**src/rtl/slot_pkg.sv**
```systemverilog
package slot_pkg;
  localparam int CAUSE_W = 18;
  localparam int SUB_W   = 4;
  localparam int MQ_W    = SUB_W - 1;
  localparam logic [CAUSE_W-1:0] RETRY_MASK =
    (CAUSE_W'(1) << 8) | (CAUSE_W'(1) << 9) | (CAUSE_W'(1) << 10) | (CAUSE_W'(1) << 16);

  typedef enum logic [1:0] {
    ST_IDLE = 2'd0,
    ST_EXC  = 2'd1,
    ST_ACT  = 2'd2,
    ST_OS   = 2'd3
  } slot_st_e;

  function automatic logic cause_can_retry(input logic [CAUSE_W-1:0] c);
    return (c != '0) && ((c & ~RETRY_MASK) == '0);
  endfunction
endpackage

```
**src/rtl/slot_fsm.sv**
```systemverilog
module slot_fsm
  import slot_pkg::*;
(
  input  logic     clk,
  input  logic     rst_n,
  input  logic     cmd_wr,
  input  logic     cmd_start,
  input  logic     cmd_notify,
  input  logic     done_stb,
  input  logic     fault_stb,
  input  logic     os_stb,
  output slot_st_e st_q,
  output logic     busy,
  output logic     launch,
  output logic     fault_take,
  output logic     done_take,
  output logic     irq_q,
  output logic     err_q
);
  logic     notify_q;
  slot_st_e st_d;
  logic     finish;

  assign busy       = (st_q == ST_ACT) || (st_q == ST_OS);
  assign launch     = cmd_wr && cmd_start && !busy;
  assign fault_take = busy && fault_stb;
  assign done_take  = busy && done_stb && !fault_stb;
  assign finish     = fault_take || done_take;

  always_comb begin
    st_d = st_q;
    if (launch)                                  st_d = ST_ACT;
    else if (fault_take)                         st_d = ST_EXC;
    else if (done_take)                          st_d = ST_IDLE;
    else if (os_stb && st_q == ST_ACT)           st_d = ST_OS;
  end

  always_ff @(posedge clk) begin
    if (!rst_n) begin
      st_q     <= ST_IDLE;
      notify_q <= 1'b0;
      irq_q    <= 1'b0;
      err_q    <= 1'b0;
    end else begin
      st_q  <= st_d;
      irq_q <= finish && notify_q;
      if (launch) notify_q <= cmd_notify;
      if (cmd_wr && cmd_start && busy) err_q <= 1'b1;
    end
  end

  a_r10_irq_one_cycle: assert property (@(posedge clk) disable iff (!rst_n)
    irq_q |=> !irq_q);
  a_r10_irq_after_finish: assert property (@(posedge clk) disable iff (!rst_n)
    $rose(irq_q) |-> (st_q == ST_IDLE || st_q == ST_EXC));
  a_r4_err_sticky: assert property (@(posedge clk) disable iff (!rst_n)
    err_q |=> err_q);
  a_r2_start_goes_active: assert property (@(posedge clk) disable iff (!rst_n)
    (cmd_wr && cmd_start && !busy) |=> st_q == ST_ACT);
  a_r4_busy_start_blocked: assert property (@(posedge clk) disable iff (!rst_n)
    (cmd_wr && cmd_start && busy && !fault_stb && !done_stb && !os_stb) |=> $stable(st_q));
endmodule

```
**src/rtl/slot_cause.sv**
```systemverilog
module slot_cause
  import slot_pkg::*;
(
  input  logic               clk,
  input  logic               rst_n,
  input  logic               launch,
  input  logic               fault_take,
  input  logic               done_take,
  input  logic [CAUSE_W-1:0] fault_cause,
  output logic [CAUSE_W-1:0] cause_q,
  output logic               retry_q
);
  always_ff @(posedge clk) begin
    if (!rst_n) begin
      cause_q <= '0;
      retry_q <= 1'b0;
    end else if (launch || done_take) begin
      cause_q <= '0;
      retry_q <= 1'b0;
    end else if (fault_take) begin
      cause_q <= fault_cause;
      retry_q <= cause_can_retry(fault_cause);
    end
  end

  a_r6_cause_holds: assert property (@(posedge clk) disable iff (!rst_n)
    (!launch && !fault_take && !done_take) |=> $stable(cause_q) && $stable(retry_q));
  a_r7_retry_needs_cause: assert property (@(posedge clk) disable iff (!rst_n)
    retry_q |-> (cause_q != '0) && ((cause_q & ~RETRY_MASK) == '0));
  a_r5_done_clears: assert property (@(posedge clk) disable iff (!rst_n)
    done_take |=> cause_q == '0);
endmodule

```
**src/rtl/slot_substat.sv**
```systemverilog
module slot_substat
  import slot_pkg::*;
(
  input  logic             clk,
  input  logic             rst_n,
  input  logic             launch,
  input  logic             busy,
  input  logic             mq_stb,
  input  logic [MQ_W-1:0]  mq_code,
  input  logic             mq_abort,
  output logic [SUB_W-1:0] sub_q
);
  always_ff @(posedge clk) begin
    if (!rst_n)              sub_q <= '0;
    else if (launch)         sub_q <= '0;
    else if (busy && mq_stb) sub_q <= {mq_abort, mq_code};
  end

  a_r9_idle_mq_ignored: assert property (@(posedge clk) disable iff (!rst_n)
    (!busy && !launch) |=> $stable(sub_q));
  a_r9_mq_loads: assert property (@(posedge clk) disable iff (!rst_n)
    (busy && mq_stb) |=> sub_q == {$past(mq_abort), $past(mq_code)});
endmodule

```
**src/rtl/cmd_slot_tracker.sv**
```systemverilog
module cmd_slot_tracker
  import slot_pkg::*;
(
  input  logic               clk,
  input  logic               rst_n,
  input  logic               cmd_wr,
  input  logic               cmd_start,
  input  logic               cmd_notify,
  input  logic               done_stb,
  input  logic               fault_stb,
  input  logic [CAUSE_W-1:0] fault_cause,
  input  logic               os_stb,
  input  logic               mq_stb,
  input  logic [MQ_W-1:0]    mq_code,
  input  logic               mq_abort,
  output logic [1:0]         status,
  output logic [SUB_W-1:0]   substatus,
  output logic [CAUSE_W-1:0] cause,
  output logic               retryable,
  output logic               irq,
  output logic               start_err
);
  slot_st_e st;
  logic     busy, launch, fault_take, done_take;

  slot_fsm u_fsm (
    .clk(clk), .rst_n(rst_n), .cmd_wr(cmd_wr), .cmd_start(cmd_start),
    .cmd_notify(cmd_notify), .done_stb(done_stb), .fault_stb(fault_stb),
    .os_stb(os_stb), .st_q(st), .busy(busy), .launch(launch),
    .fault_take(fault_take), .done_take(done_take), .irq_q(irq), .err_q(start_err)
  );

  slot_cause u_cause (
    .clk(clk), .rst_n(rst_n), .launch(launch), .fault_take(fault_take),
    .done_take(done_take), .fault_cause(fault_cause), .cause_q(cause), .retry_q(retryable)
  );

  slot_substat u_sub (
    .clk(clk), .rst_n(rst_n), .launch(launch), .busy(busy), .mq_stb(mq_stb),
    .mq_code(mq_code), .mq_abort(mq_abort), .sub_q(substatus)
  );

  assign status = st;

  a_r6_exc_has_cause_path: assert property (@(posedge clk) disable iff (!rst_n)
    (status == 2'd1 && !(cmd_wr && cmd_start)) |=> status == 2'd1);
  a_r1_idle_clean: assert property (@(posedge clk) disable iff (!rst_n)
    (status == 2'd0) |-> cause == '0 && !retryable);
endmodule

```
**config.mk**
```make
export PLATFORM = sky130hd
export DESIGN_NAME = cmd_slot_tracker
export DESIGN_NICKNAME = d
export VERILOG_FILES = /design/src/rtl/slot_pkg.sv /design/src/rtl/slot_fsm.sv /design/src/rtl/slot_cause.sv /design/src/rtl/slot_substat.sv /design/src/rtl/cmd_slot_tracker.sv
export SDC_FILE = /design/constraint.sdc
export NUM_CORES = 1
export LEC_CHECK = 0
export ABC_AREA = 1
export ABC_CLOCK_PERIOD_IN_PS = 1300
export BUFFER_PORTS_ARGS = -buffer_cell sky130_fd_sc_hd__clkbuf_2
export CAP_MARGIN = 10
export CELL_PAD_IN_SITES_DETAIL_PLACEMENT = 2
export CELL_PAD_IN_SITES_GLOBAL_PLACEMENT = 2
export CORE_MARGIN = 2
export CORE_UTILIZATION = 23
export CTS_BUF_LIST = sky130_fd_sc_hd__clkbuf_8
export DETAILED_ROUTE_END_ITERATION = 6
export MAX_ROUTING_LAYER = met4
export PLACE_DENSITY = 0.89
export SETUP_SLACK_MARGIN = 0.2
export SLEW_MARGIN = 20
export SYNTH_ARGS = -nofsm -noshare
export SYNTH_HDL_FRONTEND = slang
export SYNTH_SLANG_ARGS = --single-unit
```
**constraint.sdc**
```tcl
create_clock -name clk -period 1.3 [get_ports clk]
set_input_delay 0.26 -clock clk [delete_from_list [all_inputs] [get_ports clk]]
set_output_delay 0.26 -clock clk [all_outputs]
set_load 0.1 [all_outputs]
```
Word-level counts from Yosys, hierarchy flattened
Cells that the tools add are included.
{"block": "word_totals", "romBits": 0, "out_inout_bits": 27, "in_bits": 31, "n_memories": 0, "elab_cells": 36, "ramBits": 0, "latchBits": 0, "regBits": 28}
{"block": "classes", "bitwise": 1, "add_sub_neg": 0, "eq_ne": 2, "order_cmp": 0, "n_reduce_logical": 21, "div_mod_pow": 0, "n_shift": 0, "mux": 4, "mul": 0}
{"operator": "zero test 18 bit", "count": 1}
{"operator": "nonzero test 18 bit", "count": 1}
{"operator": "logical AND 1 bit", "count": 10}
{"operator": "2-to-1 mux 2 bit", "count": 4}
{"operator": "equality test 2 bit (second input constant)", "count": 2}
{"operator": "nonzero test 4 bit", "count": 1}
{"operator": "OR reduction 2 bit", "count": 2}
{"operator": "logical OR 1 bit", "count": 3}
{"operator": "nonzero test 3 bit", "count": 1}
{"operator": "zero test 1 bit", "count": 2}
{"operator": "inverter 1 bit", "count": 1}

Logic depth before layout (Yosys ltp)
Gate-level depths: netlist of the first run.
{"block": "depth", "word_depth": 7, "ltp_mapped": 7, "ltp_nobuf": 6}

Hierarchy
From an unflattened synthesis of the first run, not the netlist that was laid out.
{"block": "hier_totals", "hier_cells": 160, "area_unflattened_um2": 1149.9}
{"module": "slot_cause", "n_inst": 1, "cells_each": 99, "seq_area_each_um2": 380.4, "area_each_um2": 738.2}
{"module": "slot_fsm", "n_inst": 1, "cells_each": 34, "seq_area_each_um2": 100.1, "area_each_um2": 225.2}
{"module": "slot_substat", "n_inst": 1, "cells_each": 27, "seq_area_each_um2": 80.1, "area_each_um2": 186.4}

Least setup slack after synthesis of the first run
Ideal clock, no wire load.
{"block": "synth_path", "kind": "reg-to-reg", "start": "register u_fsm.st_q[1]", "end": "register u_cause.retry_q", "required_ns": 1.230, "stages_incl_launch_ff": 6, "arrival_ns": 1.673, "setup_time_ns": 0.070, "slack_ns": -0.443, "cell_sequence": "dfxtp_1 -> nor2_1 -> nor2_1 -> nand2_1 -> buf_4 -> a21oi_1"}
{"block": "synth_between", "elab_chain_len": 6, "elab_cells_between_ends": 10, "cone_classes": "eq/ne: 2; reduce/logical: 8"}
{"item": "start: declaration", "line_no": "slot_fsm.sv:12", "source": "output slot_st_e st_q,"}
{"item": "start signal: assignment", "line_no": "slot_fsm.sv:45", "source": "st_q <= st_d;"}
{"item": "equality test 2 bit", "line_no": "slot_fsm.sv:24", "source": "assign busy = (st_q == ST_ACT) || (st_q == ST_OS);"}
{"item": "logical OR 1 bit *", "line_no": "slot_fsm.sv:24"}
{"item": "zero test 1 bit or logical AND 1 bit (tied branches)", "line_no": "slot_fsm.sv:25, slot_fsm.sv:27"}
{"item": "logical AND 1 bit, on equally long branches", "line_no": "slot_fsm.sv:25, slot_fsm.sv:27"}
{"item": "logical OR 1 bit", "line_no": "slot_cause.sv:17", "source": "end else if (launch || done_take) begin"}
{"item": "OR reduction 2 bit (no source line)"}
{"item": "end signal: assignment", "line_no": "slot_cause.sv:22", "source": "retry_q <= cause_can_retry(fault_cause);"}
{"item": "end: declaration", "line_no": "slot_cause.sv:11", "source": "output logic retry_q"}
Every way passes the cells marked *; elsewhere a longest branch is shown, timed or not.
A chain may end at the register's enable or synchronous reset.

Worst setup path in the final report of the first run
{"block": "layout_path", "start": "register u_fsm.st_q[1]", "end": "output port status[1]"}
{"item": "end: declaration", "line_no": "cmd_slot_tracker.sv:16", "source": "output logic [1:0] status,"}
No word-level cell between the ends.

==> results of run 1 <==
synth_stat cells, drive strengths merged:
cell and n:
nand2 54, dfxtp 28, a21oi 26, nor2 14
inv 8, buf 5, nand3 3, a211oi 2
clkbuf 1, nand3b 1, o21ai 1
per-stage QoR:
step	setup slack, ns	hold WS, ns	power (µW)	util	cells
after detailed placement	0.1538	0.4486	1259	0.4191	251
after floorplan	0.1076	0.3959	1107	-	143
final	0.1506	0.2064	1780	0.4693	264
after global routing	0.1130	0.2139	1863	0.4693	264
after CTS	0.1332	0.2068	1753	0.4397	257
after global placement	0.2440	0.4363	1252	0.4191	251
cells by family after synthesis:
| kind of cell | count (synthesis) | share of synthesized area |
|---|---|---|
| and+or+nand+nor | 72 | 0.2566 |
| DFF | 28 | 0.5132 |
| buffers and inverters | 14 | 0.06185 |
| AOI/OAI and AO/OA | 29 | 0.1684 |
worst max path at each step:
stage,from,endpoint,slack [ns]
detailed placement,cmd_wr,u_cause.retry_q,0.15
global route,u_fsm.st_q[1],status[1],0.11
floorplan,u_fsm.st_q[1],u_cause.retry_q,0.11
finish,u_fsm.st_q[1],status[1],0.15
CTS,u_fsm.st_q[1],status[1],0.13
global placement,cmd_wr,u_cause.retry_q,0.24
power breakdown:
part / leakage (µW) / internal [µW] / switching [µW]
Clock: 0.0000269 / 212 / 279
Sequential: 0.000241 / 871 / 20.2
Combinational: 0.000587 / 164 / 234
Total: 0.000855 / 1250 / 533
state kept, by name, indices dropped and copies added (netlist names):
name,count
u_sub.sub_q,4
u_fsm.notify_q,1
u_fsm.irq_q,1
u_fsm.st_q,2
u_cause.cause_q,18
u_cause.retry_q,1
u_fsm.err_q,1
area by class of cell:
| cell class | instances | area, µm² |
|---|---|---|
| inverters | 8 | 35.03 |
| clock inverters | 1 | 3.754 |
| fillers | 495 | 2474 |
| flip-flops and latches | 28 | 604.3 |
| well taps | 54 | 67.56 |
| multi-input cells | 101 | 566.8 |
| clock buffers | 3 | 41.29 |
| repair buffers | 69 | 868.3 |
repair_timing:
item | CTS | global route
setup buffers | 1 | 4
pin swaps | 0 | 4
gates cloned | 1 | 3
setup endpoints to repair | 3 | 43
gates resized for setup | 2 | 15
routing by layer:
metal,vias to the layer above,GRT usage,wire length (µm)
met5,-,-,0
met1,562,0.1743,1597
met2,37,0.2667,2223
met4,0,0.03704,72
li1,589,-,-
met3,6,0.02762,182
==> qor.yml, run 1 <==
clockBufferDepth: 2
placeableCoreArea_um2: 4661
setup-violations-final: 0
syn-mean-instance-area_um2: 7.638
average_wire_per_cell_in_the_routed_design_um: 15.44
die-height_um: 72.92
final_layout_size_suffix_gt1_frac: 0.6095
synth_sequential_area_ratio: 0.5132
gpl.final_weighted_congestion: 0.7390
cap_viol_max_count: 0
detailedRoute.firstPassIterationCount: 3
netlist_area_um2: 1092
post-route-drc-count: 0
mostFrequentLayoutCells: "sky130_fd_sc_hd__nand2_1 (51), sky130_fd_sc_hd__clkbuf_2 (30), sky130_fd_sc_hd__buf_12 (29)"
cts-buffers-inserted: 3
finalHoldViolations: 0
tritoncts: "built"
timing.critical_path.cells: "buf_12"
via_count: 1194
drt_iter0_drc: 19
cp.depth: 1
floorplan.die_area_um2: 5317
first_global_vias: 1297
grt_setup_unrepaired: "yes"
portBuffers: 57
tritoncts_num_sinks: 28
gr-usage-all-layers: 0.1502
fin_skew_ns: 0.006871
die_width_um: 72.92
placement.cell_area_um2: 1953
clk-insertion-delay-late_ns: 0.27
area_growth_syn_to_layout_pct: 100.2
path_clk_slew_ns: 0.10
number_of_top_level_pins: 58
synth_top_cell_by_area: "sky130_fd_sc_hd__dfxtp_1"
status: "finished clean"
max_freq_mhz: 870.0
power.ir.vdd_worst_uv: 439.7
reg2reg_depth: 5
synth_top_cells_by_area: "sky130_fd_sc_hd__dfxtp_1 (51%), sky130_fd_sc_hd__nand2_1 (18%), sky130_fd_sc_hd__a21oi_1 (7.8%)"
synth-seq-cells: 28
nets: 242
holdBufCountCts: 0
h_tree_level_count: 1
period_needed_ns: 1.149
vias_per_std_cell: 4.523
globalRouteOverflowTotal: 0
worst_ep_required_time_ns: 1.04
yosys.area.top_type_share: 0.5132
worst-setup-path-type: "reg2out"
min_delay_worst_endpoint: "u_sub.sub_q[3]"
critPathBufInv: 1
yosysWarnings: 0
total_routed_wirelength_um: 4075
worst_hold_startpoint: "mq_abort"
post_synth_num_cell_types: 16
worst_path_max_delay_cell: "sky130_fd_sc_hd__dfxtp_4"
cp_max_fo: 6
worstReg2RegEnd: "u_cause.cause_q[8]"
hp-class: "in2reg"
antenna_violating_nets_left: 0
cts_root_buffer: "sky130_fd_sc_hd__clkbuf_8"
max_stage_delay_ns: 0.43
final_common_cell: "sky130_fd_sc_hd__nand2_1"
place_hpwl_um: 2733
syn_nets: 174
maximum_number_of_pins_on_one_net_before_global_route_repair: 21
max_slew_violations: 0
worst_ep_arrival_time_ns: 0.89
initial_core_util: 0.2344
hold-path-cell-count: 3
antenna_cells: 0
final_design_area_no_fill_um2: 2187
slew_worst_pin_ns: 0.2804
synthCells: 143
critPathLaunchType: "flop"
r2r_start: "u_fsm.st_q[1]"
relSlewSlack: 0.8123
leakage_uw: 0.0008553
regToRegSetupSlack_ns: 0.18
final_min_period_over_clock_period: 0.8842
pwr_density_cell_nw_per_um2: 814.0
path_delay_family: "flip-flops"
critical_path.endpoint_type: "primary output"
grt_pass1_wl_um: 6058
fp-row-count: 25
fin_tns_setup_ns: 0
initial_antenna_violation_count: 0
Power figures use the tool's default switching activity.
==> run 2: changes to the inputs <==
--- a/config.mk
+++ b/config.mk
@@ -14,6 +14,7 @@
 export CORE_MARGIN = 2
 export CORE_UTILIZATION = 23
 export CTS_BUF_LIST = sky130_fd_sc_hd__clkbuf_8
+export CTS_CLUSTER_SIZE = 12
 export DETAILED_ROUTE_END_ITERATION = 6
 export MAX_ROUTING_LAYER = met4
 export PLACE_DENSITY = 0.89
@@ -21,4 +22,5 @@
 export SLEW_MARGIN = 20
 export SYNTH_ARGS = -nofsm -noshare
 export SYNTH_HDL_FRONTEND = slang
+export SYNTH_HIERARCHICAL = 1
 export SYNTH_SLANG_ARGS = --single-unit
==> run 2 against run 1 <==
Synthesized area up 5.3%. First-iteration DRC count up 74%. Sequential cell count unchanged. Routed wire length up 1.3%. Hold slack worse by 0.0050 ns. Global-route usage down 0.23 points. Critical path type unchanged. Highest routed layer unchanged.
==> qor.yml, run 2 <==
final_min_period_over_clock_period: 0.9189  # +0.03472
netlist_area_um2: 1150  # +5.3%
synthCells: 160  # +12%
critPathLaunchType: "flop"
gr-usage-all-layers: 0.1479  # -0.002317
globalRouteOverflowTotal: 0  # unchanged
syn-mean-instance-area_um2: 7.187  # -5.9%
vias_per_std_cell: 4.205  # -7.0%
critical_path.endpoint_type: "primary output"
max_slew_violations: 0  # unchanged
cts-buffers-inserted: 3  # unchanged
first_global_vias: 1308  # +0.85%
synth_top_cell_by_area: "sky130_fd_sc_hd__dfxtp_1"
combinational_family_with_the_most_area_after_synthesis: "simple AND/OR/NAND/NOR gates"
synthSimpleGateAreaFrac: 0.3330  # +0.07638
synth-seq-cells: 28  # unchanged
nets: 268  # +11%
syn_nets: 191  # +9.8%
tritoncts: "built"
stdcell_count: 303  # +15%
floorplan.die_area_um2: 5581  # +5.0%
synth_compound_area_frac: 0.09467  # -0.07372
synth-async-reset-ratio: 0  # unchanged
die_width_um: 74.71  # +2.5%
antenna_violating_nets_left: 0  # unchanged
die-height_um: 74.71  # +2.5%
cap_viol_max_count: 0  # unchanged
place_hpwl_um: 2963  # +8.4%
fin_skew_ns: 0.006924  # +0.00005268 ns
top_regs: "u_cause/cause_q (18), u_sub/sub_q (4), u_fsm/st_q (2)"
via_count: 1274  # +6.7%
hp-class: "in2reg"
timing.hold.ws_ns: 0.2014  # -0.005009 ns
power.ir.vdd_worst_uv: 566.5  # +29%
dpl.cell_count: 283  # +13%
cts_root_buffer: "sky130_fd_sc_hd__clkbuf_8"
post-route-drc-count: 0  # unchanged
max_freq_mhz: 837.1  # -3.8%
antenna_cells: 0  # unchanged
slew_worst_pin_ns: 0.2228  # -0.05763 ns
setup-violations-final: 0  # unchanged
drt_iter0_drc: 33  # +14
portBuffers: 57  # unchanged
pwr_density_cell_nw_per_um2: 933.8  # +15%
placeableCoreArea_um2: 4786  # +2.7%
number_of_top_level_pins: 58  # unchanged
period_needed_ns: 1.195  # +0.04514 ns
initial_antenna_violation_count: 0  # unchanged
tritoncts_num_sinks: 28  # unchanged
h_tree_level_count: 1  # unchanged
final_common_cell: "sky130_fd_sc_hd__nand2_1"
total_routed_wirelength_um: 4129  # +1.3%
cp_max_fo: 6  # unchanged
status: "finished clean"
grt_pass1_wl_um: 6078  # +0.33%
yosys.area.top_type_share: 0.4875  # -0.02569
grt_setup_unrepaired: "yes"
worst_ep_arrival_time_ns: 0.93  # +0.04 ns
area_growth_syn_to_layout_pct: 102.0
leakage_uw: 0.0009783  # +14%
regMostFlops: "u_cause/cause_q"
initial_core_util: 0.2403  # +0.005899
finalHoldViolations: 0  # unchanged
worst_ep_required_time_ns: 1.04  # about the same
synth-edff-count: 0  # unchanged
post_synth_num_cell_types: 18  # +2
clockBufferDepth: 2  # unchanged
average_wire_per_cell_in_the_routed_design_um: 13.63  # -12%
worst-setup-path-type: "reg2out"
fp-row-count: 25  # unchanged
detailedRoute.firstPassIterationCount: 4  # +1
relSlewSlack: 0.8499  # +0.03754
maximum_number_of_pins_on_one_net_before_global_route_repair: 19  # -9.5%
final_layout_size_suffix_gt1_frac: 0.5975  # -0.01207
clk-insertion-delay-late_ns: 0.28  # about the same
path_clk_slew_ns: 0.10  # about the same
portion_of_netlist_area_occupied_by_mux_cells: 0  # unchanged
max_reg_flops: 18  # unchanged
synth_top_cells_by_area: "sky130_fd_sc_hd__dfxtp_1 (49%), sky130_fd_sc_hd__nand2_1 (17%), sky130_fd_sc_hd__a21oi_1 (8.3%)"
mostFrequentLayoutCells: "sky130_fd_sc_hd__nand2_1 (51), sky130_fd_sc_hd__clkbuf_2 (30), sky130_fd_sc_hd__buf_12 (29)"
yosysWarnings: 6  # +6
xor_xnor_share_of_the_synthesized_area: 0  # unchanged
gpl.final_weighted_congestion: 0.7333  # -0.77%
holdBufCountCts: 0  # unchanged
synth_sequential_area_ratio: 0.4875  # -0.02569
synthMostInstantiatedCell: "sky130_fd_sc_hd__nand2_1"
post_synth_most_frequent_cells: "sky130_fd_sc_hd__nand2_1 (52), sky130_fd_sc_hd__dfxtp_1 (28), sky130_fd_sc_hd__nor2_1 (22)"
synth-adder-area-share: 0  # unchanged
synth_ff_type: "sky130_fd_sc_hd__dfxtp_1"
run 2: cell types whose count changed after synthesis, moves of 2 or more:
| cell | previous run | this run |
|---|---|---|
| sky130_fd_sc_hd__nand2_2 | 1 | 3 |
| sky130_fd_sc_hd__nor2_4 | 0 | 2 |
| sky130_fd_sc_hd__nand3_1 | 3 | 5 |
| sky130_fd_sc_hd__inv_1 | 7 | 15 |
| sky130_fd_sc_hd__a21oi_2 | 9 | 1 |
| sky130_fd_sc_hd__nor2_1 | 14 | 22 |
| sky130_fd_sc_hd__a21oi_1 | 17 | 19 |
| sky130_fd_sc_hd__nor2_2 | 0 | 3 |
| sky130_fd_sc_hd__nor3_1 | 0 | 2 |
| sky130_fd_sc_hd__a211oi_1 | 2 | 0 |
run 2: routing by layer:
layer  up-vias  global-route usage  part of all wire
li1        645                   -                 -
met1       594              0.1712              0.41
met2        33              0.2606              0.54
met3         2             0.03213             0.038
met4         0             0.03571            0.0061
met5         -                   -                 0
run 2: worst max-delay path, stage by stage, from the launching register on:
cell and delay (ns):
sky130_fd_sc_hd__dfxtp_4 0.39, sky130_fd_sc_hd__buf_6 0.11, sky130_fd_sc_hd__buf_12 0.16
run 2: path summary, 6_finish.rpt:
check        cells after the start      startpoint  slack (ns)            endpoint
min                              3      mq_code[0]        0.20      u_sub/sub_q[0]
max reg2reg                      7   u_fsm/st_q[1]        0.11  u_cause/cause_q[3]
min reg2reg                      2  u_fsm/notify_q        0.46         u_fsm/irq_q
max                              2   u_fsm/st_q[1]        0.11           status[1]
run 2: area by class of cell:
type                       count  area (µm²)
fill                         520        2464
timing repair buffer          76       883.3
multi-input combinational    112       609.3
sequential                    28       604.3
tap                           67       83.83
inverter                      16       70.07
clock buffer                   3       41.29
clock inverter                 1       30.03
run 2: cells by family after synthesis:
| logic type | Yosys count |
|---|---|
| flip-flops | 28 |
| AND/OR/NAND/NOR | 90 |
| AO/OA/AOI/OAI | 21 |
| buffers and inverters | 21 |
run 2: through the flow:
step                      setup WS, ns   TNS, ns  instance area, µm²  power (µW)    util
after floorplan               -0.01430  -0.03634                1226        1212       -
after global placement          0.1242         0                2004        1410  0.4188
after detailed placement       0.08240         0                2004        1422  0.4188
after CTS                      0.09040         0                2128        2144  0.4447
after global routing           0.04533         0                2322        2268  0.4852
final                           0.1054         0                2322        2169  0.4852
run 2: timing repair:
item                       4_1_cts  5_1_grt
setup endpoints to repair       29       47
gates resized for setup          8       19
pin swaps                        1        2
cloned                           1        1
setup buffers                    2       12
run 2: where the power goes:
group	switching (µW)	leakage, µW	total (µW)	internal (µW)
logic	341	0.000701	560	219
registers	27.8	0.000241	911	884
clock network	284	0.0000357	697	413
